<file path="config.mk">
export PLATFORM = sky130hd
export DESIGN_NAME = bus_access_monitor
export DESIGN_NICKNAME = d
export VERILOG_FILES = /design/src/rtl/bam_pkg.sv /design/src/rtl/bam_addr_policy.sv /design/src/rtl/bam_data_guard.sv /design/src/rtl/bam_xfer_ctrl.sv /design/src/rtl/bus_access_monitor.sv
export SDC_FILE = /design/constraint.sdc
export NUM_CORES = 1
export LEC_CHECK = 0
export BUFFER_PORTS_ARGS = -buffer_cell sky130_fd_sc_hd__buf_2
export CORE_MARGIN = 2
export CORE_UTILIZATION = 60
export CTS_BUF_LIST = sky130_fd_sc_hd__clkbuf_8
export DETAILED_ROUTE_END_ITERATION = 10
export PLACE_DENSITY = 0.83
export SETUP_SLACK_MARGIN = 0.5
export SYNTH_ARGS = -nofsm -noshare
export SYNTH_HDL_FRONTEND = slang
export SYNTH_SLANG_ARGS = --single-unit
</file>
<file path="constraint.sdc">
create_clock -name clk_i -period 7.81 [get_ports clk_i]
set_clock_uncertainty 0.05 [all_clocks]
set_input_delay 0 -clock clk_i [delete_from_list [all_inputs] [get_ports clk_i]]
set_output_delay 0 -clock clk_i [all_outputs]
set_load 0.01 [all_outputs]
</file>
<file path="src/rtl/bam_pkg.sv">
package bam_pkg;
  localparam logic [1:0] TRANS_IDLE   = 2'b00;
  localparam logic [1:0] TRANS_BUSY   = 2'b01;
  localparam logic [1:0] TRANS_NONSEQ = 2'b10;
  localparam logic [1:0] TRANS_SEQ    = 2'b11;

  typedef enum logic [2:0] {
    ST_IDLE,
    ST_FWD_ADDR,
    ST_FWD_DATA,
    ST_ERR_1,
    ST_ERR_2
  } xfer_st_e;
endpackage

</file>
<file path="src/rtl/bam_addr_policy.sv">
module bam_addr_policy #(
  parameter int ADDR_W = 32,
  parameter int ID_W   = 4,
  parameter int N_ENT  = 4,
  parameter int IDX_W  = 2
) (
  input  logic              clk_i,
  input  logic              rst_ni,
  input  logic              wr_en_i,
  input  logic [IDX_W-1:0]  wr_idx_i,
  input  logic              wr_valid_i,
  input  logic [ID_W-1:0]   wr_id_i,
  input  logic [ADDR_W-1:0] wr_base_i,
  input  logic [ADDR_W-1:0] wr_mask_i,
  input  logic [1:0]        wr_perm_i,
  input  logic [ID_W-1:0]   chk_id_i,
  input  logic [ADDR_W-1:0] chk_addr_i,
  input  logic              chk_write_i,
  output logic              allow_o
);
  logic [N_ENT-1:0]             vld_q;
  logic [N_ENT-1:0][ID_W-1:0]   id_q;
  logic [N_ENT-1:0][ADDR_W-1:0] base_q;
  logic [N_ENT-1:0][ADDR_W-1:0] mask_q;
  logic [N_ENT-1:0][1:0]        perm_q;
  logic [N_ENT-1:0]             match;
  logic                         hit;
  logic [1:0]                   sel_perm;

  always_ff @(posedge clk_i or negedge rst_ni) begin
    if (!rst_ni) begin
      vld_q  <= '0;
      id_q   <= '0;
      base_q <= '0;
      mask_q <= '0;
      perm_q <= '0;
    end else if (wr_en_i) begin
      for (int i = 0; i < N_ENT; i++) begin
        if (wr_idx_i == IDX_W'(i)) begin
          vld_q[i]  <= wr_valid_i;
          id_q[i]   <= wr_id_i;
          base_q[i] <= wr_base_i;
          mask_q[i] <= wr_mask_i;
          perm_q[i] <= wr_perm_i;
        end
      end
    end
  end

  for (genvar g = 0; g < N_ENT; g++) begin : g_match
    assign match[g] = vld_q[g] && (id_q[g] == chk_id_i) &&
                      (((chk_addr_i ^ base_q[g]) & mask_q[g]) == '0);
  end

  // lowest index wins: scan downward so the last hit kept is the lowest
  always_comb begin
    hit      = 1'b0;
    sel_perm = 2'b00;
    for (int i = N_ENT - 1; i >= 0; i--) begin
      if (match[i]) begin
        hit      = 1'b1;
        sel_perm = perm_q[i];
      end
    end
  end

  assign allow_o = hit && (chk_write_i ? sel_perm[1] : sel_perm[0]);

  AST_CFG_LOAD: assert property (@(posedge clk_i) disable iff (!rst_ni)
    (wr_en_i && wr_idx_i == '0) |=> (vld_q[0] == $past(wr_valid_i)));
endmodule

</file>
<file path="src/rtl/bam_data_guard.sv">
module bam_data_guard #(
  parameter int ADDR_W = 32,
  parameter int DATA_W = 32,
  parameter int N_ENT  = 2,
  parameter int IDX_W  = 2
) (
  input  logic              clk_i,
  input  logic              rst_ni,
  input  logic              wr_en_i,
  input  logic [IDX_W-1:0]  wr_idx_i,
  input  logic              wr_valid_i,
  input  logic [ADDR_W-1:0] wr_base_i,
  input  logic [ADDR_W-1:0] wr_mask_i,
  input  logic [DATA_W-1:0] wr_value_i,
  input  logic [ADDR_W-1:0] chk_addr_i,
  input  logic              chk_write_i,
  input  logic [DATA_W-1:0] chk_wdata_i,
  output logic              block_o
);
  logic [N_ENT-1:0]             vld_q;
  logic [N_ENT-1:0][ADDR_W-1:0] base_q;
  logic [N_ENT-1:0][ADDR_W-1:0] mask_q;
  logic [N_ENT-1:0][DATA_W-1:0] val_q;
  logic [N_ENT-1:0]             hit;

  always_ff @(posedge clk_i or negedge rst_ni) begin
    if (!rst_ni) begin
      vld_q  <= '0;
      base_q <= '0;
      mask_q <= '0;
      val_q  <= '0;
    end else if (wr_en_i) begin
      for (int i = 0; i < N_ENT; i++) begin
        if (wr_idx_i == IDX_W'(i)) begin
          vld_q[i]  <= wr_valid_i;
          base_q[i] <= wr_base_i;
          mask_q[i] <= wr_mask_i;
          val_q[i]  <= wr_value_i;
        end
      end
    end
  end

  for (genvar g = 0; g < N_ENT; g++) begin : g_hit
    assign hit[g] = vld_q[g] && (chk_wdata_i == val_q[g]) &&
                    (((chk_addr_i ^ base_q[g]) & mask_q[g]) == '0);
  end

  assign block_o = chk_write_i && (|hit);
endmodule

</file>
<file path="src/rtl/bam_xfer_ctrl.sv">
module bam_xfer_ctrl import bam_pkg::*; #(
  parameter int ADDR_W = 32,
  parameter int DATA_W = 32,
  parameter int ID_W   = 4
) (
  input  logic              clk_i,
  input  logic              rst_ni,
  input  logic              req_i,
  input  logic              grant_i,
  input  logic [ID_W-1:0]   id_i,
  input  logic [ADDR_W-1:0] addr_i,
  input  logic              write_i,
  input  logic [DATA_W-1:0] wdata_i,
  output logic              accept_o,
  output logic              hready_o,
  output logic              hresp_o,
  output logic [DATA_W-1:0] hrdata_o,
  output logic [1:0]        s_htrans_o,
  output logic [ID_W-1:0]   s_hmaster_o,
  output logic [ADDR_W-1:0] s_haddr_o,
  output logic              s_hwrite_o,
  output logic [DATA_W-1:0] s_hwdata_o,
  input  logic              s_hready_i,
  input  logic              s_hresp_i,
  input  logic [DATA_W-1:0] s_hrdata_i
);
  xfer_st_e          st_q, st_d;
  logic [ID_W-1:0]   id_q;
  logic [ADDR_W-1:0] addr_q;
  logic              write_q;
  logic [DATA_W-1:0] wdata_q;

  assign accept_o = (st_q == ST_IDLE) && req_i;

  always_comb begin
    st_d = st_q;
    unique case (st_q)
      ST_IDLE:     if (req_i) st_d = grant_i ? ST_FWD_ADDR : ST_ERR_1;
      ST_FWD_ADDR: st_d = ST_FWD_DATA;
      ST_FWD_DATA: if (s_hready_i) st_d = ST_IDLE;
      ST_ERR_1:    st_d = ST_ERR_2;
      ST_ERR_2:    st_d = ST_IDLE;
      default:     st_d = ST_IDLE;
    endcase
  end

  always_ff @(posedge clk_i or negedge rst_ni) begin
    if (!rst_ni) begin
      st_q    <= ST_IDLE;
      id_q    <= '0;
      addr_q  <= '0;
      write_q <= 1'b0;
      wdata_q <= '0;
    end else begin
      st_q <= st_d;
      if (accept_o) begin
        id_q    <= id_i;
        addr_q  <= addr_i;
        write_q <= write_i;
        wdata_q <= wdata_i;
      end
    end
  end

  always_comb begin
    hready_o = 1'b0;
    hresp_o  = 1'b0;
    hrdata_o = '0;
    unique case (st_q)
      ST_IDLE:     hready_o = 1'b1;
      ST_FWD_DATA: begin
        hready_o = s_hready_i;
        hresp_o  = s_hresp_i;
        hrdata_o = s_hrdata_i;
      end
      ST_ERR_1:    hresp_o = 1'b1;
      ST_ERR_2:    begin
        hready_o = 1'b1;
        hresp_o  = 1'b1;
      end
      default:     hready_o = 1'b0;
    endcase
  end

  assign s_htrans_o  = (st_q == ST_FWD_ADDR) ? TRANS_NONSEQ : TRANS_IDLE;
  assign s_hmaster_o = id_q;
  assign s_haddr_o   = addr_q;
  assign s_hwrite_o  = write_q;
  assign s_hwdata_o  = wdata_q;

  AST_DENY_NO_FWD: assert property (@(posedge clk_i) disable iff (!rst_ni)
    (accept_o && !grant_i) |=> (s_htrans_o == TRANS_IDLE));
  AST_ERR_FIRST: assert property (@(posedge clk_i) disable iff (!rst_ni)
    (accept_o && !grant_i) |=> (!hready_o && hresp_o));
  AST_ERR_SECOND: assert property (@(posedge clk_i) disable iff (!rst_ni)
    (st_q == ST_ERR_1) |=> (hready_o && hresp_o));
  AST_FWD_ADDR: assert property (@(posedge clk_i) disable iff (!rst_ni)
    (accept_o && grant_i) |=> (s_htrans_o == TRANS_NONSEQ && s_haddr_o == $past(addr_i)));
endmodule

</file>
<file path="src/rtl/bus_access_monitor.sv">
module bus_access_monitor import bam_pkg::*; #(
  parameter int  ADDR_W     = 32,
  parameter int  DATA_W     = 32,
  parameter int  ID_W       = 4,
  parameter int  N_ADDR_ENT = 4,
  parameter int  N_DATA_ENT = 2,
  localparam int N_MAX      = (N_ADDR_ENT > N_DATA_ENT) ? N_ADDR_ENT : N_DATA_ENT,
  localparam int CFG_IDX_W  = (N_MAX > 1) ? $clog2(N_MAX) : 1
) (
  input  logic                 clk_i,
  input  logic                 rst_ni,
  input  logic [1:0]           m_htrans_i,
  input  logic [ID_W-1:0]      m_hmaster_i,
  input  logic [ADDR_W-1:0]    m_haddr_i,
  input  logic                 m_hwrite_i,
  input  logic [DATA_W-1:0]    m_hwdata_i,
  output logic                 m_hready_o,
  output logic                 m_hresp_o,
  output logic [DATA_W-1:0]    m_hrdata_o,
  output logic [1:0]           s_htrans_o,
  output logic [ID_W-1:0]      s_hmaster_o,
  output logic [ADDR_W-1:0]    s_haddr_o,
  output logic                 s_hwrite_o,
  output logic [DATA_W-1:0]    s_hwdata_o,
  input  logic                 s_hready_i,
  input  logic                 s_hresp_i,
  input  logic [DATA_W-1:0]    s_hrdata_i,
  input  logic                 cfg_we_i,
  input  logic                 cfg_tbl_i,
  input  logic [CFG_IDX_W-1:0] cfg_idx_i,
  input  logic                 cfg_valid_i,
  input  logic [ID_W-1:0]      cfg_id_i,
  input  logic [ADDR_W-1:0]    cfg_base_i,
  input  logic [ADDR_W-1:0]    cfg_mask_i,
  input  logic [1:0]           cfg_perm_i,
  input  logic [DATA_W-1:0]    cfg_value_i,
  input  logic                 cfg_lock_i,
  output logic                 cfg_locked_o,
  output logic                 viol_valid_o,
  output logic [ID_W-1:0]      viol_master_o,
  output logic [ADDR_W-1:0]    viol_addr_o
);
  logic              lock_q;
  logic              wr_addr_tbl, wr_data_tbl;
  logic              req, addr_ok, data_blk, grant, accept;
  logic              viol_q;
  logic [ID_W-1:0]   viol_id_q;
  logic [ADDR_W-1:0] viol_addr_q;

  assign wr_addr_tbl = cfg_we_i && !lock_q && !cfg_tbl_i;
  assign wr_data_tbl = cfg_we_i && !lock_q &&  cfg_tbl_i;
  assign req   = (m_htrans_i == TRANS_NONSEQ) || (m_htrans_i == TRANS_SEQ);
  assign grant = addr_ok && !data_blk;

  bam_addr_policy #(
    .ADDR_W(ADDR_W), .ID_W(ID_W), .N_ENT(N_ADDR_ENT), .IDX_W(CFG_IDX_W)
  ) u_addr_policy (
    .clk_i       (clk_i),
    .rst_ni      (rst_ni),
    .wr_en_i     (wr_addr_tbl),
    .wr_idx_i    (cfg_idx_i),
    .wr_valid_i  (cfg_valid_i),
    .wr_id_i     (cfg_id_i),
    .wr_base_i   (cfg_base_i),
    .wr_mask_i   (cfg_mask_i),
    .wr_perm_i   (cfg_perm_i),
    .chk_id_i    (m_hmaster_i),
    .chk_addr_i  (m_haddr_i),
    .chk_write_i (m_hwrite_i),
    .allow_o     (addr_ok)
  );

  bam_data_guard #(
    .ADDR_W(ADDR_W), .DATA_W(DATA_W), .N_ENT(N_DATA_ENT), .IDX_W(CFG_IDX_W)
  ) u_data_guard (
    .clk_i       (clk_i),
    .rst_ni      (rst_ni),
    .wr_en_i     (wr_data_tbl),
    .wr_idx_i    (cfg_idx_i),
    .wr_valid_i  (cfg_valid_i),
    .wr_base_i   (cfg_base_i),
    .wr_mask_i   (cfg_mask_i),
    .wr_value_i  (cfg_value_i),
    .chk_addr_i  (m_haddr_i),
    .chk_write_i (m_hwrite_i),
    .chk_wdata_i (m_hwdata_i),
    .block_o     (data_blk)
  );

  bam_xfer_ctrl #(
    .ADDR_W(ADDR_W), .DATA_W(DATA_W), .ID_W(ID_W)
  ) u_xfer_ctrl (
    .clk_i       (clk_i),
    .rst_ni      (rst_ni),
    .req_i       (req),
    .grant_i     (grant),
    .id_i        (m_hmaster_i),
    .addr_i      (m_haddr_i),
    .write_i     (m_hwrite_i),
    .wdata_i     (m_hwdata_i),
    .accept_o    (accept),
    .hready_o    (m_hready_o),
    .hresp_o     (m_hresp_o),
    .hrdata_o    (m_hrdata_o),
    .s_htrans_o  (s_htrans_o),
    .s_hmaster_o (s_hmaster_o),
    .s_haddr_o   (s_haddr_o),
    .s_hwrite_o  (s_hwrite_o),
    .s_hwdata_o  (s_hwdata_o),
    .s_hready_i  (s_hready_i),
    .s_hresp_i   (s_hresp_i),
    .s_hrdata_i  (s_hrdata_i)
  );

  always_ff @(posedge clk_i or negedge rst_ni) begin
    if (!rst_ni) begin
      lock_q      <= 1'b0;
      viol_q      <= 1'b0;
      viol_id_q   <= '0;
      viol_addr_q <= '0;
    end else begin
      if (cfg_lock_i) lock_q <= 1'b1;
      if (accept && !grant && !viol_q) begin
        viol_q      <= 1'b1;
        viol_id_q   <= m_hmaster_i;
        viol_addr_q <= m_haddr_i;
      end
    end
  end

  assign cfg_locked_o  = lock_q;
  assign viol_valid_o  = viol_q;
  assign viol_master_o = viol_id_q;
  assign viol_addr_o   = viol_addr_q;

  AST_LOCK_STICKY: assert property (@(posedge clk_i) disable iff (!rst_ni)
    cfg_locked_o |=> cfg_locked_o);
  AST_VIOL_FROZEN: assert property (@(posedge clk_i) disable iff (!rst_ni)
    viol_valid_o |=> (viol_valid_o && $stable(viol_addr_o) && $stable(viol_master_o)));
  AST_IDLE_TYPES: assert property (@(posedge clk_i) disable iff (!rst_ni)
    (m_hready_o && !m_hresp_o && !req) |=> (s_htrans_o == TRANS_IDLE));
endmodule

</file>
==> results.md <==
- Die span in x: 212 um
- Cells after Synth: between 1500 and 2000
- Final wirelength: between 70000 and 80000 um
- Most used cell, CP: nand4_1
- Share of layout cells above drive strength 1: 0.461
- Setup-failing EPs final: 0
- Synth Warn #: 0
- Grt ovf: 0
- CP startpoint kind: flop
- Worst Path Buf+Inv: 0
- Final RePlAce weighted congestion: 0.859
- Worst-Margin Slew: 1240 ps
- Final instance area: between 0.03 and 0.04 mm2
- Clock-pin slew on the worst setup and hold paths: 80 ps
- Commonest non-fill, non-tap cells in the layout: dfrtp_1, mux2_2, buf_2, xor2_1, dlygate4sd3_1
- Hold WS: 52.9 ps
- Die height: 212 um
- Number of buffers created by CTS: 96
- Antenna violations before repair: 2
- GRT Overall Usage: 0.334
- Setup TNS: 0 ps
- Fin crit period: approximately 4000 ps
- DRT met1 WL: 30000 um
- H-tree depth: 3
- Critical Path AT: about 4500 ps
- Vias in the first global route: 18600
- Leak: about 16 nW
- Ys async rst share: 1.00
- Synth area leaders: dfrtp_1, mux2_2, xor2_1, mux2_4, a22oi_1
- Pre-antenna DRT Iters: 5
- Initial DRC count: roughly 1400
- Mapped Nets: 1993
- Hold Violations, Final: 0
- Pin count of the biggest net entering global routing: 171
- MaxCap Viol Count: 0
- Gate power share: 0.178
- HPWL after DPL: between 40000 and 50000 um
- Sequential fraction of the synthesis area: 0.568
- Post-synth top flop: dfrtp_1
- Total clock sinks: roughly 600
- Final Cycle Share: 0.510
- Cell Area, Synth: 0.0259 mm2
- Clock network latency to the later pin of the worst-skew pair: 680 ps
- Syn-to-layout area delta: 22.7%
- Family with the most delay on the worst path: compound AO/OA/AOI/OAI gates
- Leading area contributor after synthesis: dfrtp_1
- Placeable core area: about 0.043 mm2
- Global-route wire length before repair: 111000 um
- I/O pin total: 358
- Uppermost layer routed: met4
- Slowest-stage cell, CP: o211a_4
- Max-slew violations: 0
- Internal power: between 5 and 6 mW
- Core Util, Final: 0.742
- Crit-path max cell delay: 880 ps
- Post-synth EDFFs: 0
- Layout net count: 2539
- Pwr/cell area: 236 mW/mm2
- FMAX: 251 MHz
- Via/cell ratio: a little under 6
- Mean Syn Cell Area: 14.6 um2
- Switching portion of total power: 0.281
- CP endpoint kind: flop
- Port Buffers: around 360
- CTS tree: done
- Initial Utilization: 0.605
- RSZ-0062 raised after global routing: false
- Met3 WL post-DR: 4780 um
- Type of the tightest min-delay check: in2reg
- Placed inst area: 0.0280 mm2
- Share of power burned in registers: 0.468
- ANT nets after route: 0
- Status: finished clean
- Via Count: about 17000
- Synth Register Bits: 588
- Top-area cell type share of the netlist area: 0.568
- Non-filler instance count after layout: 2981
- Synth cell types: 46
- Clock power share: 0.355
- Critical Path Fanout Max: 36
- Longest Clk Path Bufs: 3
- Slew Limit Headroom: 0.175
- Psw: 2.11 mW
- Wire per inst: between 20 and 25 um
- CP Cell Sequence: xor2_1 > a22oi_1 > nand4_1 > nor4_1 > nand4_1 > o221ai_1 > o211a_4 > mux2_2
- Crit Path Category: reg2reg
- Die Footprint: 0.0449 mm2
- Critical Path RT: 8310 ps
- Root Driver: clkbuf_8
- Most common cell after layout, fill and taps aside: dfrtp_1
- DRC: 0
- # rows: 76
- Routed wire length on met2: 36200 um
- Placed cells: 2626
- VDD IR-drop max: 175 uV
## state kept, by name, summed over array words and instances (netlist names)
signal                   cells
cfg_locked_o                 1
u_addr_policy.base_q       128
u_addr_policy.id_q          16
u_addr_policy.mask_q       128
u_addr_policy.perm_q         8
u_addr_policy.vld_q          4
u_data_guard.base_q         64
u_data_guard.mask_q         64
u_data_guard.val_q          64
u_data_guard.vld_q           2
u_xfer_ctrl.s_haddr_o       32
u_xfer_ctrl.s_hmaster_o      4
u_xfer_ctrl.s_hwdata_o      32
u_xfer_ctrl.s_hwrite_o       1
u_xfer_ctrl.st_q             3
viol_addr_o                 32
viol_master_o                4
viol_valid_o                 1
## stage by stage
step           setup WS, ps  power (mW)
5_1_grt                3810        7.80
3_3_place_gp           4000        4.70
4_1_cts                3940        7.46
6_report               3830        7.49
2_1_floorplan          5180        4.19
3_5_place_dp           3960        4.75
## Yosys cell counts (2+ instances only)
cell type and instances:
a211oi_1 3, a21oi_1 4, a221oi_1 14, a222oi_1 6, a22o_1 14, a22oi_1 54
and2_1 32, buf_12 3, buf_2 21, buf_4 2, buf_6 13, clkbuf_1 65
dfrtp_1 588, inv_1 3, mux2_2 554, mux2_4 30, nand2_1 14, nand3_1 4
nand3b_1 2, nand4_1 27, nor2_1 5, nor3_1 7, nor3b_1 4, nor4_1 15
o21ai_0 2, or3_1 2, xnor2_1 22, xor2_1 250
## repair_timing
action	in CTS	in global routing
hold buffers	185	0
hold endpoints to repair	688	0
setup buffers	0	0
gates resized for setup	0	0
## kinds of logic after synthesis
logic type	share of synthesized area
compound gates	0.0329
xor+xnor	0.0919
buf+inv	0.0226
flops	0.568
mux	0.258
other cells	0.000145
simple gates	0.0265
## path summary, 6_finish.rpt
kind | start | endpoint | slack (ps) | depth (start not counted)
worst max-delay path | u_addr_policy.base_q[7] | viol_addr_o[4] | 3830 | 8
worst min-delay path | cfg_lock_i | cfg_locked_o | 50 | 3
worst max register to register | u_addr_policy.base_q[7] | viol_addr_o[4] | 3830 | 8
worst min register to register | u_xfer_ctrl.s_haddr_o[8] | u_xfer_ctrl.s_haddr_o[8] | 450 | 1
max in group asynchronous | rst_ni | u_xfer_ctrl.s_hwdata_o[30] | 5510 | 5
min in group asynchronous | rst_ni | viol_addr_o[21] | 530 | 4
## layer usage
layer / global-route usage / up-vias
li1: - / 7403
met4: 0.157 / 0
met3: 0.0623 / 194
met5: 0 / -
met2: 0.545 / 790
met1: 0.435 / 9099
## final cells by class
class,instances,area [um2]
diodes,1,2.50
clock buffers,125,1720
clock inverters,44,194
fillers,2615,11100
inverters,3,11.3
multi-input cells,1082,10700
flip-flops and latches,588,14700
well taps,585,732
repair buffers,553,3770
## tightest hold or removal path: cells and delay by family
| kind | cells | cell delay, ps |
|---|---|---|
| buffers and inverters | 2 | 650 |
| and+or+nand+nor | 1 | 90 |
## power by group through the flow
stage / clock [mW] / combinational [mW] / sequential (mW)
after global placement: 0 / 1.19 / 3.51
after detailed placement: 0 / 1.22 / 3.54
after floorplan: 0 / 0.589 / 3.60
after global routing: 2.84 / 1.42 / 3.53
after CTS: 2.67 / 1.31 / 3.49
final: 2.66 / 1.33 / 3.51
No activity file was read; power rests on OpenSTA's default activity.
